<file path="src/rtl/xfp_pkg.sv">
package xfp_pkg;
  localparam int unsigned PH_W   = 3;
  localparam int unsigned STAT_W = 8;
  localparam int unsigned UP_W   = STAT_W - PH_W;

  typedef enum logic [PH_W-1:0] {
    PH_DOUT = 3'd0,
    PH_DIN  = 3'd1,
    PH_CMD  = 3'd2,
    PH_STS  = 3'd3,
    PH_MOUT = 3'd6,
    PH_MIN  = 3'd7
  } phase_e;
endpackage

</file>
<file path="src/rtl/xfp_chunk_size.sv">
module xfp_chunk_size #(
  parameter int unsigned CNT_W = 24
) (
  input  logic [CNT_W-1:0] left_i,
  input  logic [CNT_W-1:0] avail_i,
  output logic [CNT_W-1:0] size_o,
  output logic             empty_o,
  output logic             last_o
);
  always_comb begin
    size_o  = (avail_i < left_i) ? avail_i : left_i;
    empty_o = (size_o == '0);
    last_o  = !empty_o && (size_o == left_i);
  end
endmodule

</file>
<file path="src/rtl/xfp_counters.sv">
module xfp_counters #(
  parameter int unsigned ADDR_W = 32,
  parameter int unsigned CNT_W  = 24
) (
  input  logic              clk,
  input  logic              rst_n,
  input  logic              load_i,
  input  logic [ADDR_W-1:0] load_addr_i,
  input  logic [CNT_W-1:0]  load_cnt_i,
  input  logic              go_i,
  input  logic [CNT_W-1:0]  size_i,
  input  logic              empty_i,
  input  logic              last_i,
  output logic [ADDR_W-1:0] addr_o,
  output logic [CNT_W-1:0]  left_o,
  output logic [ADDR_W-1:0] total_o,
  output logic              done_o,
  output logic              wait_o
);
  localparam int unsigned PAD_W = ADDR_W - CNT_W;

  logic [ADDR_W-1:0] addr_q, addr_d, total_q, total_d, size_ext;
  logic [CNT_W-1:0]  left_q, left_d;
  logic              done_d, wait_d, done_q, wait_q;
  logic              step;

  assign size_ext = {{PAD_W{1'b0}}, size_i};
  assign step     = go_i && !load_i && !empty_i;

  always_comb begin
    addr_d  = addr_q;
    left_d  = left_q;
    total_d = total_q;
    done_d  = 1'b0;
    wait_d  = 1'b0;
    if (load_i) begin
      addr_d = load_addr_i;
      left_d = load_cnt_i;
    end else if (go_i) begin
      if (empty_i) begin
        wait_d = 1'b1;
      end else begin
        addr_d  = addr_q + size_ext;
        left_d  = left_q - size_i;
        total_d = total_q + size_ext;
        done_d  = last_i;
      end
    end
  end

  always_ff @(posedge clk or negedge rst_n) begin
    if (!rst_n) begin
      addr_q  <= '0;
      left_q  <= '0;
      total_q <= '0;
      done_q  <= 1'b0;
      wait_q  <= 1'b0;
    end else begin
      addr_q  <= addr_d;
      left_q  <= left_d;
      total_q <= total_d;
      done_q  <= done_d;
      wait_q  <= wait_d;
    end
  end

  assign addr_o  = addr_q;
  assign left_o  = left_q;
  assign total_o = total_q;
  assign done_o  = done_q;
  assign wait_o  = wait_q;

  AST_WAIT_HOLDS: assert property (@(posedge clk) disable iff (!rst_n)
    (go_i && !load_i && empty_i) |=> (left_q == $past(left_q) && total_q == $past(total_q)));
  AST_LEFT_NO_GROW: assert property (@(posedge clk) disable iff (!rst_n)
    !load_i |=> (left_q <= $past(left_q)));
  AST_DONE_AT_ZERO: assert property (@(posedge clk) disable iff (!rst_n)
    done_q |-> (left_q == '0));
  AST_MOVE_TRACKS: assert property (@(posedge clk) disable iff (!rst_n)
    step |=> ((addr_q - $past(addr_q)) == (total_q - $past(total_q))));
endmodule

</file>
<file path="src/rtl/xfp_phase_ctl.sv">
module xfp_phase_ctl
  import xfp_pkg::*;
#(
  parameter int unsigned ADDR_W = 32
) (
  input  logic              clk,
  input  logic              rst_n,
  input  logic              chk_i,
  input  logic [PH_W-1:0]   expect_i,
  input  logic [PH_W-1:0]   bus_i,
  input  logic              dir_out_i,
  input  logic              jump_en_i,
  input  logic              jump_sel_i,
  input  logic [ADDR_W-1:0] tgt1_i,
  input  logic [ADDR_W-1:0] tgt2_i,
  input  logic              stat_wr_i,
  input  logic [UP_W-1:0]   stat_up_i,
  input  logic              irq_clr_i,
  output logic [ADDR_W-1:0] ptr_o,
  output logic              jump_o,
  output logic              halt_o,
  output logic              irq_o,
  output logic [STAT_W-1:0] int_stat_o,
  output logic [STAT_W-1:0] stat_o
);
  logic [ADDR_W-1:0] ptr_q, ptr_d;
  logic [PH_W-1:0]   ph_q, ph_d;
  logic [UP_W-1:0]   up_q, up_d;
  logic              mm_q, mm_d, jump_q, jump_d, halt_q, halt_d;
  logic              miss;

  assign miss = chk_i && (bus_i != expect_i);

  always_comb begin
    ptr_d  = ptr_q;
    ph_d   = ph_q;
    up_d   = up_q;
    mm_d   = mm_q;
    jump_d = 1'b0;
    halt_d = 1'b0;
    if (stat_wr_i) up_d = stat_up_i;
    if (irq_clr_i) mm_d = 1'b0;
    if (miss) begin
      ph_d = bus_i;
      if (jump_en_i) begin
        ptr_d  = (jump_sel_i || dir_out_i) ? tgt1_i : tgt2_i;
        jump_d = 1'b1;
      end else begin
        mm_d   = 1'b1;
        halt_d = 1'b1;
      end
    end
  end

  always_ff @(posedge clk or negedge rst_n) begin
    if (!rst_n) begin
      ptr_q  <= '0;
      ph_q   <= '0;
      up_q   <= '0;
      mm_q   <= 1'b0;
      jump_q <= 1'b0;
      halt_q <= 1'b0;
    end else begin
      ptr_q  <= ptr_d;
      ph_q   <= ph_d;
      up_q   <= up_d;
      mm_q   <= mm_d;
      jump_q <= jump_d;
      halt_q <= halt_d;
    end
  end

  assign ptr_o      = ptr_q;
  assign jump_o     = jump_q;
  assign halt_o     = halt_q;
  assign irq_o      = mm_q;
  assign int_stat_o = {mm_q, {(STAT_W-1){1'b0}}};
  assign stat_o     = {up_q, ph_q};

  AST_JUMP_XOR_HALT: assert property (@(posedge clk) disable iff (!rst_n)
    !(jump_q && halt_q));
  AST_HALT_HAS_IRQ: assert property (@(posedge clk) disable iff (!rst_n)
    halt_q |-> irq_o);
  AST_UPPER_KEPT: assert property (@(posedge clk) disable iff (!rst_n)
    !stat_wr_i |=> (stat_o[STAT_W-1:PH_W] == $past(stat_o[STAT_W-1:PH_W])));
  AST_PTR_ONLY_ON_JUMP: assert property (@(posedge clk) disable iff (!rst_n)
    !jump_q |-> (ptr_q == $past(ptr_q)));
  AST_MATCH_QUIET: assert property (@(posedge clk) disable iff (!rst_n)
    (chk_i && bus_i == expect_i) |=> (!jump_q && !halt_q));
endmodule

</file>
<file path="src/rtl/scsi_xfer_phase.sv">
module scsi_xfer_phase
  import xfp_pkg::*;
#(
  parameter int unsigned ADDR_W = 32,
  parameter int unsigned CNT_W  = 24
) (
  input  logic              clk,
  input  logic              rst_n,
  input  logic              xfer_load,
  input  logic [ADDR_W-1:0] load_addr,
  input  logic [CNT_W-1:0]  load_count,
  input  logic              chunk_go,
  input  logic [CNT_W-1:0]  avail_bytes,
  input  logic              phase_chk,
  input  logic [PH_W-1:0]   expect_phase,
  input  logic [PH_W-1:0]   bus_phase,
  input  logic              dir_out,
  input  logic              mm_jump_en,
  input  logic              mm_jump_sel,
  input  logic [ADDR_W-1:0] jmp_addr1,
  input  logic [ADDR_W-1:0] jmp_addr2,
  input  logic              stat_wr,
  input  logic [UP_W-1:0]   stat_upper,
  input  logic              irq_clr,
  output logic [ADDR_W-1:0] cur_addr,
  output logic [CNT_W-1:0]  bytes_left,
  output logic [ADDR_W-1:0] bytes_total,
  output logic              xfer_done,
  output logic              xfer_wait,
  output logic [ADDR_W-1:0] script_ptr,
  output logic              jump_taken,
  output logic              halt_req,
  output logic              irq,
  output logic [STAT_W-1:0] scsi_int_stat,
  output logic [STAT_W-1:0] phase_stat
);
  logic [CNT_W-1:0] size_w;
  logic             empty_w, last_w;

  xfp_chunk_size #(.CNT_W(CNT_W)) u_size (
    .left_i (bytes_left),
    .avail_i(avail_bytes),
    .size_o (size_w),
    .empty_o(empty_w),
    .last_o (last_w)
  );

  xfp_counters #(.ADDR_W(ADDR_W), .CNT_W(CNT_W)) u_cnt (
    .clk        (clk),
    .rst_n      (rst_n),
    .load_i     (xfer_load),
    .load_addr_i(load_addr),
    .load_cnt_i (load_count),
    .go_i       (chunk_go),
    .size_i     (size_w),
    .empty_i    (empty_w),
    .last_i     (last_w),
    .addr_o     (cur_addr),
    .left_o     (bytes_left),
    .total_o    (bytes_total),
    .done_o     (xfer_done),
    .wait_o     (xfer_wait)
  );

  xfp_phase_ctl #(.ADDR_W(ADDR_W)) u_ph (
    .clk       (clk),
    .rst_n     (rst_n),
    .chk_i     (phase_chk),
    .expect_i  (expect_phase),
    .bus_i     (bus_phase),
    .dir_out_i (dir_out),
    .jump_en_i (mm_jump_en),
    .jump_sel_i(mm_jump_sel),
    .tgt1_i    (jmp_addr1),
    .tgt2_i    (jmp_addr2),
    .stat_wr_i (stat_wr),
    .stat_up_i (stat_upper),
    .irq_clr_i (irq_clr),
    .ptr_o     (script_ptr),
    .jump_o    (jump_taken),
    .halt_o    (halt_req),
    .irq_o     (irq),
    .int_stat_o(scsi_int_stat),
    .stat_o    (phase_stat)
  );

  AST_NO_DONE_AND_WAIT: assert property (@(posedge clk) disable iff (!rst_n)
    !(xfer_done && xfer_wait));
  AST_IRQ_MIRRORS_STAT: assert property (@(posedge clk) disable iff (!rst_n)
    irq == (scsi_int_stat != '0));
endmodule

</file>
<file path="config.mk">
export PLATFORM = sky130hd
export DESIGN_NAME = scsi_xfer_phase
export DESIGN_NICKNAME = d
export VERILOG_FILES = /design/src/rtl/xfp_pkg.sv /design/src/rtl/xfp_chunk_size.sv /design/src/rtl/xfp_counters.sv /design/src/rtl/xfp_phase_ctl.sv /design/src/rtl/scsi_xfer_phase.sv
export SDC_FILE = /design/constraint.sdc
export NUM_CORES = 1
export LEC_CHECK = 0
export ABC_CLOCK_PERIOD_IN_PS = 8000
export BUFFER_PORTS_ARGS = -buffer_cell sky130_fd_sc_hd__buf_4
export CELL_PAD_IN_SITES_DETAIL_PLACEMENT = 0
export CELL_PAD_IN_SITES_GLOBAL_PLACEMENT = 2
export CORE_ASPECT_RATIO = 0.6
export CORE_MARGIN = 1.5
export CORE_UTILIZATION = 35
export CTS_BUF_LIST = sky130_fd_sc_hd__clkbuf_16
export CTS_CLUSTER_SIZE = 30
export DETAILED_ROUTE_END_ITERATION = 6
export MAX_ROUTING_LAYER = met4
export PLACE_DENSITY = 0.9
export SETUP_SLACK_MARGIN = 0.1
export SLEW_MARGIN = 20
export SYNTH_ARGS = -nofsm -noshare
export SYNTH_HDL_FRONTEND = slang
export SYNTH_HIERARCHICAL = 1
export SYNTH_SLANG_ARGS = --single-unit
</file>
<file path="constraint.sdc">
create_clock -name clk -period 8 [get_ports clk]
set_clock_uncertainty 0.05 [all_clocks]
set_input_delay 0 -clock clk [delete_from_list [all_inputs] [get_ports clk]]
set_output_delay 0 -clock clk [all_outputs]
set_load 0.02 [all_outputs]
</file>
# Yosys cells after proc, flatten, opt, wreduce, memory -nomap -nowiden
# Cells that the tools add are included.
classes:
  n_addsub: 3
  magnitude_cmp: 1
  eq_ne: 3
  muxes: 21
  bitwise: 2
  n_reduce_logical: 9
op_table:
  columns: ["op", "n"]
  rows:
  - ["$mux W32", 4]
  - ["$mux W24", 4]
  - ["$add A32 B24 Y32", 2]
  - ["$eq A24 B24 Y1", 1]
  - ["$logic_not A24 Y1", 1]
  - ["$lt A24 B24 Y1", 1]
  - ["$sub A24 B24 Y24", 1]
  - ["$mux W1", 13]
  - ["$reduce_and A2 Y1", 2]
  - ["$ne A3 B3 Y1", 1]
  - ["$reduce_and A3 Y1", 1]
  - ["$logic_and A1 B1 Y1", 2]
  - ["$ne A2 B2 Y1 const B", 1]
  - ["$not A1 Y1", 2]
  - ["$reduce_bool A2 Y1", 1]
  - ["$logic_not A1 Y1", 1]
  - ["$logic_or A1 B1 Y1", 1]
word_totals:
  register_bits: 133
  inputBits: 165
  wordCells: 50

# Logic depth before layout (Yosys ltp)
logic_depth:
  ltp_word: 8
  mapped_depth: 20

# Modules after synthesis
# Netlist, hierarchy kept.
modules_own_cells:
  columns: ["mod", "n_inst", "cells_per_inst", "area_each_um2"]
  rows:
  - ["xfp_counters", 1, 958, 7928.9]
  - ["xfp_phase_ctl", 1, 144, 2235.9]
  - ["xfp_chunk_size", 1, 159, 1337.5]

# Least setup slack after synthesis
# No wires, ideal clock.
synth_path:
  kind: "reg2reg"
  startpoint: "register u_cnt.left_q[9], in the netlist u_cnt/left_o[9]"
  endpoint: "register u_cnt.total_q[20], in the netlist u_cnt/total_o[20]"
  setup_ns: 0.125
  arrival_time_ns: 4.428
  path_slack_ns: 3.398
  path_stages_with_launch: 19
  n_path_buf: 0
  synth_period_minus_slack_ns: 4.602
  path_cell_list: "dfrtp_1 > inv_1 > ha_1 > a21oi_1 > nor2_1 > a211oi_2 > o2111ai_1 > a21oi_4 > mux2_2 > ha_1 > fa_1 > a211oi_2 > o21ai_1 > a21oi_2 > o211ai_2 > a2111oi_4 > o31ai_1 > xnor2_1 > mux2_2"
synth_via:
  elab_chain_len: 5
  word_cells_on_any_way: 6
  classes_between: "1 x add/sub; 1 x order compare; 1 x mux; 1 x bitwise; 2 x reduce/logical"
synth_lines:
  columns: ["element", "line_no", "text"]
  rows:
  - ["start: declaration", "xfp_counters.sv:23", "logic [CNT_W-1:0] left_q, left_d;"]
  - ["start signal: assignment", "xfp_counters.sv:60", "left_q <= left_d;"]
  - ["$lt A24 B24 Y1 *", "xfp_chunk_size.sv:11", "size_o = (avail_i < left_i) ? avail_i : left_i;"]
  - ["$mux W24 *", "xfp_chunk_size.sv:11", null]
  - ["named net size_w[0]", "scsi_xfer_phase.sv:37", "logic [CNT_W-1:0] size_w;"]
  - ["parallel branches: the longest is 3 deep, another holds $add A32 B24 Y32", null, null]
  - ["end signal: assignment", "xfp_counters.sv:61", "total_q <= total_d;"]
  - ["end: declaration", "xfp_counters.sv:22", "logic [ADDR_W-1:0] addr_q, addr_d, total_q, total_d, size_ext;"]
# Mark *: on every way through the listed nets, which the timed path passes.
# A chain may end at the register's enable or synchronous reset.

# Worst setup path in the final report
layout_path:
  startpoint: "register u_cnt.left_q[23], in the netlist u_cnt/left_o[23]"
  endpoint: "register u_cnt.addr_q[30], in the netlist u_cnt/addr_o[30]"
layout_via:
  elab_chain_len: 6
  word_cells_on_any_way: 9
  classes_between: "1 x add/sub; 1 x order compare; 1 x eq/ne; 4 x mux; 2 x reduce/logical"
layout_lines:
  columns: ["element", "line_no", "text"]
  rows:
  - ["$lt A24 B24 Y1 *", "xfp_chunk_size.sv:11", null]
  - ["$mux W24 *", "xfp_chunk_size.sv:11", null]
  - ["named net size_w[9]", "scsi_xfer_phase.sv:37", null]
  - ["$add A32 B24 Y32", "xfp_counters.sv:43", "addr_d = addr_q + size_ext;"]
  - ["$mux W32", "xfp_counters.sv:40", "if (empty_i) begin"]
  - ["$mux W32", "xfp_counters.sv:39", "end else if (go_i) begin"]
  - ["$mux W32", "xfp_counters.sv:36", "if (load_i) begin"]
  - ["end signal: assignment", "xfp_counters.sv:59", "addr_q <= addr_d;"]
  - ["end: declaration", "xfp_counters.sv:22", null]
# Mark *: on every way through the listed nets, which the timed path passes. The rest lies on a longest branch. The select of a mux whose other input is x is not followed.

==> impl_metrics.py <==
metrics = {
    "status": {
        "outcome": "finished clean",
    },
    "worst_hold_path": {
        "hold_class": "input pin to asynchronous set/reset pin",
    },
    "sta": {
        "min_period_ns": 5.36,
        "hold_violations": 0,
        "fin_crit_sh_pct": 67.0,
        "worst_pin_slew_ns": 0.996,
        "rsz0062_at_grt": "no",
        "slew_violations": 0,
        "fin_setup_tns_ns": 0,
        "relSlewSlack_pct": 33.6,
        "finalSetupViolations": 0,
        "fmax_ghz": 0.187,
    },
    "global_route": {
        "grt_pass1_vias": 10750,
        "grtUsageTotal_pct": 24.2,
        "grt_max_degree": 79,
        "grt_overflow": 0,
        "antenna_found_initial": 0,
        "grt_pass1_wl_um": 61900,
    },
    "die": {
        "ios": 306,
        "row_count": 51,
        "die_x_um": 237,
        "initial_core_util_pct": 35.5,
        "placeableCoreArea_um2": 32400,
        "die_h_um": 143,
        "die_area_um2": 34000,
    },
    "setup_path": {
        "critPathMaxFanout": 17,
        "critical-path-max-stage-delay_ns": 0.61,
        "worstSetupPathType": "flop to flop",
        "rr_worst_depth": 17,
        "crit_chain": "inv_1, ha_1, nand4_1, nor2_1, a221oi_1, o21ai_1, a21oi_4, buf_4, mux2_4, ha_1, nand3_1, a211oi_2, nor2_2, o31ai_1, a21o_1, mux2_4, o31ai_2",
        "cp_num_cells": 17,
        "worstPathArrival_ns": 5.64,
        "path_delay_family": "compound AO/OA/AOI/OAI gates",
        "cp_num_buf_inv": 2,
        "cp.required_ns": 8.28,
        "endpoint_kind": "flop",
        "critPathLaunchType": "flop",
        "slowest_stage": "dfrtp_1",
    },
    "cts": {
        "clock_latency_ns": 0.44,
        "ctsResizeCount": 0,
        "clock_path_buffers": 2,
        "clkSlewWorstSetupHoldPaths_ns": 0.06,
        "cts_root_buffer": "clkbuf_16",
        "clock-sinks": 133,
        "htreeDepth": 4,
        "cts_tree": "built",
        "cts_inserted_buffers": 17,
    },
    "power_and_ir_drop": {
        "total_power_w": 0.00711,
        "power_density_nw_per_um2": 443,
        "max-vdd-ir-drop_v": 0.000201,
        "power.net_switching_w": 0.00358,
        "internal-power_w": 0.00353,
        "p_comb_share_pct": 70.9,
        "leakage_nw": 7.47,
        "switching_share_pct": 50.3,
        "power_frac_seq_pct": 18.0,
        "p_clk_share_pct": 11.0,
    },
    "synth": {
        "yosys.cell_types.count": 90,
        "synth_area_per_cell_um2": 9.12,
        "synth_top_cell_area_share_pct": 28.9,
        "synth_ff_type": "dfrtp_1",
        "synth.area.top_cells": "dfrtp_1, ha_1, mux2_4",
        "async_reset_ff_share_pct": 100,
        "synth_seq_area_share_pct": 28.9,
        "ys_ff_latch": 133,
        "synthesis.area_um2": 11500,
        "synth_top_area_cell": "dfrtp_1",
        "synthCells": 1261,
        "synth_edf_count": 0,
        "yosys_warnings": 6,
    },
    "routing": {
        "vias": 11169,
        "ant_nets": 0,
        "wire_per_inst_um": 19.2,
        "viasPerCell": 5.29,
        "dr.pass1.iters": 5,
        "drtIter0Drc": 872,
        "routed_wirelength_um": 40600,
        "drc": 0,
    },
    "job": {
        "cap_viol_max_count": 0,
    },
    "placement": {
        "io_buffers": 298,
        "gp_congestion": 0.906,
        "dp_hpwl_um": 30000,
    },
    "layout": {
        "layout-drive-gt1-share_pct": 28.7,
        "nNetsFinal": 1937,
        "area_growth_pct": 39.3,
        "insertedDiodeCount": 0,
        "fillers": 3068,
    },
}
==> power by group through the flow <==
stage	Sequential, W	Clock [W]	Combinational (W)
CTS	0.00128	0.000804	0.00498
detailed placement	0.00128	0	0.00488
global route	0.00132	0.000832	0.00551
finish	0.00128	0.000783	0.00504
floorplan	0.00144	0	0.00330
global placement	0.00128	0	0.00487
==> cells in the final DEF, fill, tap and decap left out, types with 17 or more instances in the layout <==
master | synthesis | final
nor3b_1 | 18 | 18
xnor2_1 | 41 | 41
dlygate4sd3_1 | 0 | 142
clkbuf_16 | 0 | 17
mux2_2 | 54 | 54
nand2_1 | 120 | 120
a21o_1 | 29 | 29
inv_1 | 67 | 67
nor2_1 | 67 | 66
nand4_1 | 19 | 19
mux2_4 | 51 | 51
a21oi_1 | 109 | 109
o21ai_0 | 85 | 85
buf_4 | 9 | 303
xor2_1 | 36 | 36
dfrtp_1 | 133 | 133
nor4_1 | 20 | 20
nand3_1 | 24 | 24
ha_1 | 94 | 94
==> path summary, 6_finish.rpt <==
path	startpoint	to	slack, ns
max	u_cnt/left_o[23]	u_cnt/addr_o[30]	2.64
min	rst_n	u_cnt/left_o[3]	0.07
max reg2reg	u_cnt/left_o[23]	u_cnt/addr_o[30]	2.64
min reg2reg	u_ph/ptr_o[22]	u_ph/ptr_o[22]	0.46
max in group asynchronous	rst_n	u_cnt/total_o[18]	6.40
min in group clk	phase_chk	u_ph/jump_o	0.13
==> worst reg2reg max path: cells and delay by family, from the launching register on <==
family,cells,cell delay (ns)
AND/OR/NAND/NOR,4,0.50
multiplexers,2,0.72
buffers and inverters,2,0.51
flip-flops,1,0.61
AO/OA/AOI/OAI,7,2.15
adder cells (fa/ha/maj),2,0.72
==> what timing repair did <==
action | in CTS | in global routing
setup buffers | 0 | 0
hold buffers | 142 | 0
endpoints found under the hold margin | 164 | 0
==> metrics by stage <==
stage	worst slack [ns]	hold WS, ns	instances	area [um^2]	utilization (%)
after floorplan	3.40	-0.346	1267	11500	-
after global placement	2.81	0.0142	1938	14000	43.3
after detailed placement	2.70	0.0200	1938	14000	43.3
after CTS	2.69	0.0926	2112	16000	49.4
after global routing	2.26	0.119	2112	16000	49.4
final	2.64	0.0719	2112	16000	49.4
==> flip-flops by register name (all words and copies together), names as in the netlist <==
| register | flops |
|---|---|
| u_ph/halt_o | 1 |
| u_ph/irq_o | 1 |
| u_cnt/done_o | 1 |
| u_ph/ph_q | 3 |
| u_ph/jump_o | 1 |
| u_cnt/total_o | 32 |
| u_ph/ptr_o | 32 |
| u_cnt/addr_o | 32 |
| u_cnt/left_o | 24 |
| u_cnt/wait_o | 1 |
| u_ph/up_q | 5 |
==> kinds of logic (layout without fill, tap and decap cells) <==
family          Yosys count  after routing  share of synthesized area [%]
flops                   133            133                           28.9
other cells               1              7                         0.0326
mux                     118            118                           13.1
compound gates          356            356                           20.9
fa+ha+maj                97             97                           10.7
xor+xnor                 77             77                           5.86
simple gates            355            355                           15.5
buf+inv                 124            545                           5.01
==> routing by layer <==
metal | track usage (%) | vias up | part of all wire, %
met5 | - | - | 0
met2 | 35.0 | 316 | 44
met3 | 5.44 | 27 | 5.9
met1 | 34.4 | 5384 | 49
li1 | - | 5442 | -
met4 | 4.96 | 0 | 0.94
==> Yosys cell counts, types with 24 or more instances <==
| library cell | count |
|---|---|
| nor2_1 | 67 |
| clkbuf_1 | 34 |
| a21o_1 | 29 |
| mux2_2 | 54 |
| ha_1 | 94 |
| dfrtp_1 | 133 |
| xor2_1 | 36 |
| nand2_1 | 120 |
| o21ai_0 | 85 |
| a21oi_1 | 109 |
| inv_1 | 67 |
| xnor2_1 | 41 |
| nand3_1 | 24 |
| mux2_4 | 51 |
==> area by class of cell <==
cell class	count	area, um^2	share of cell area, %
multi-input combinational	1010	7650	47.7
timing repair buffer	446	3710	23.1
sequential	133	3330	20.8
tap	424	531	3.31
clock buffer	17	425	2.65
inverter	67	251	1.57
clock inverter	15	139	0.867
(Power assumes the default switching activity.)
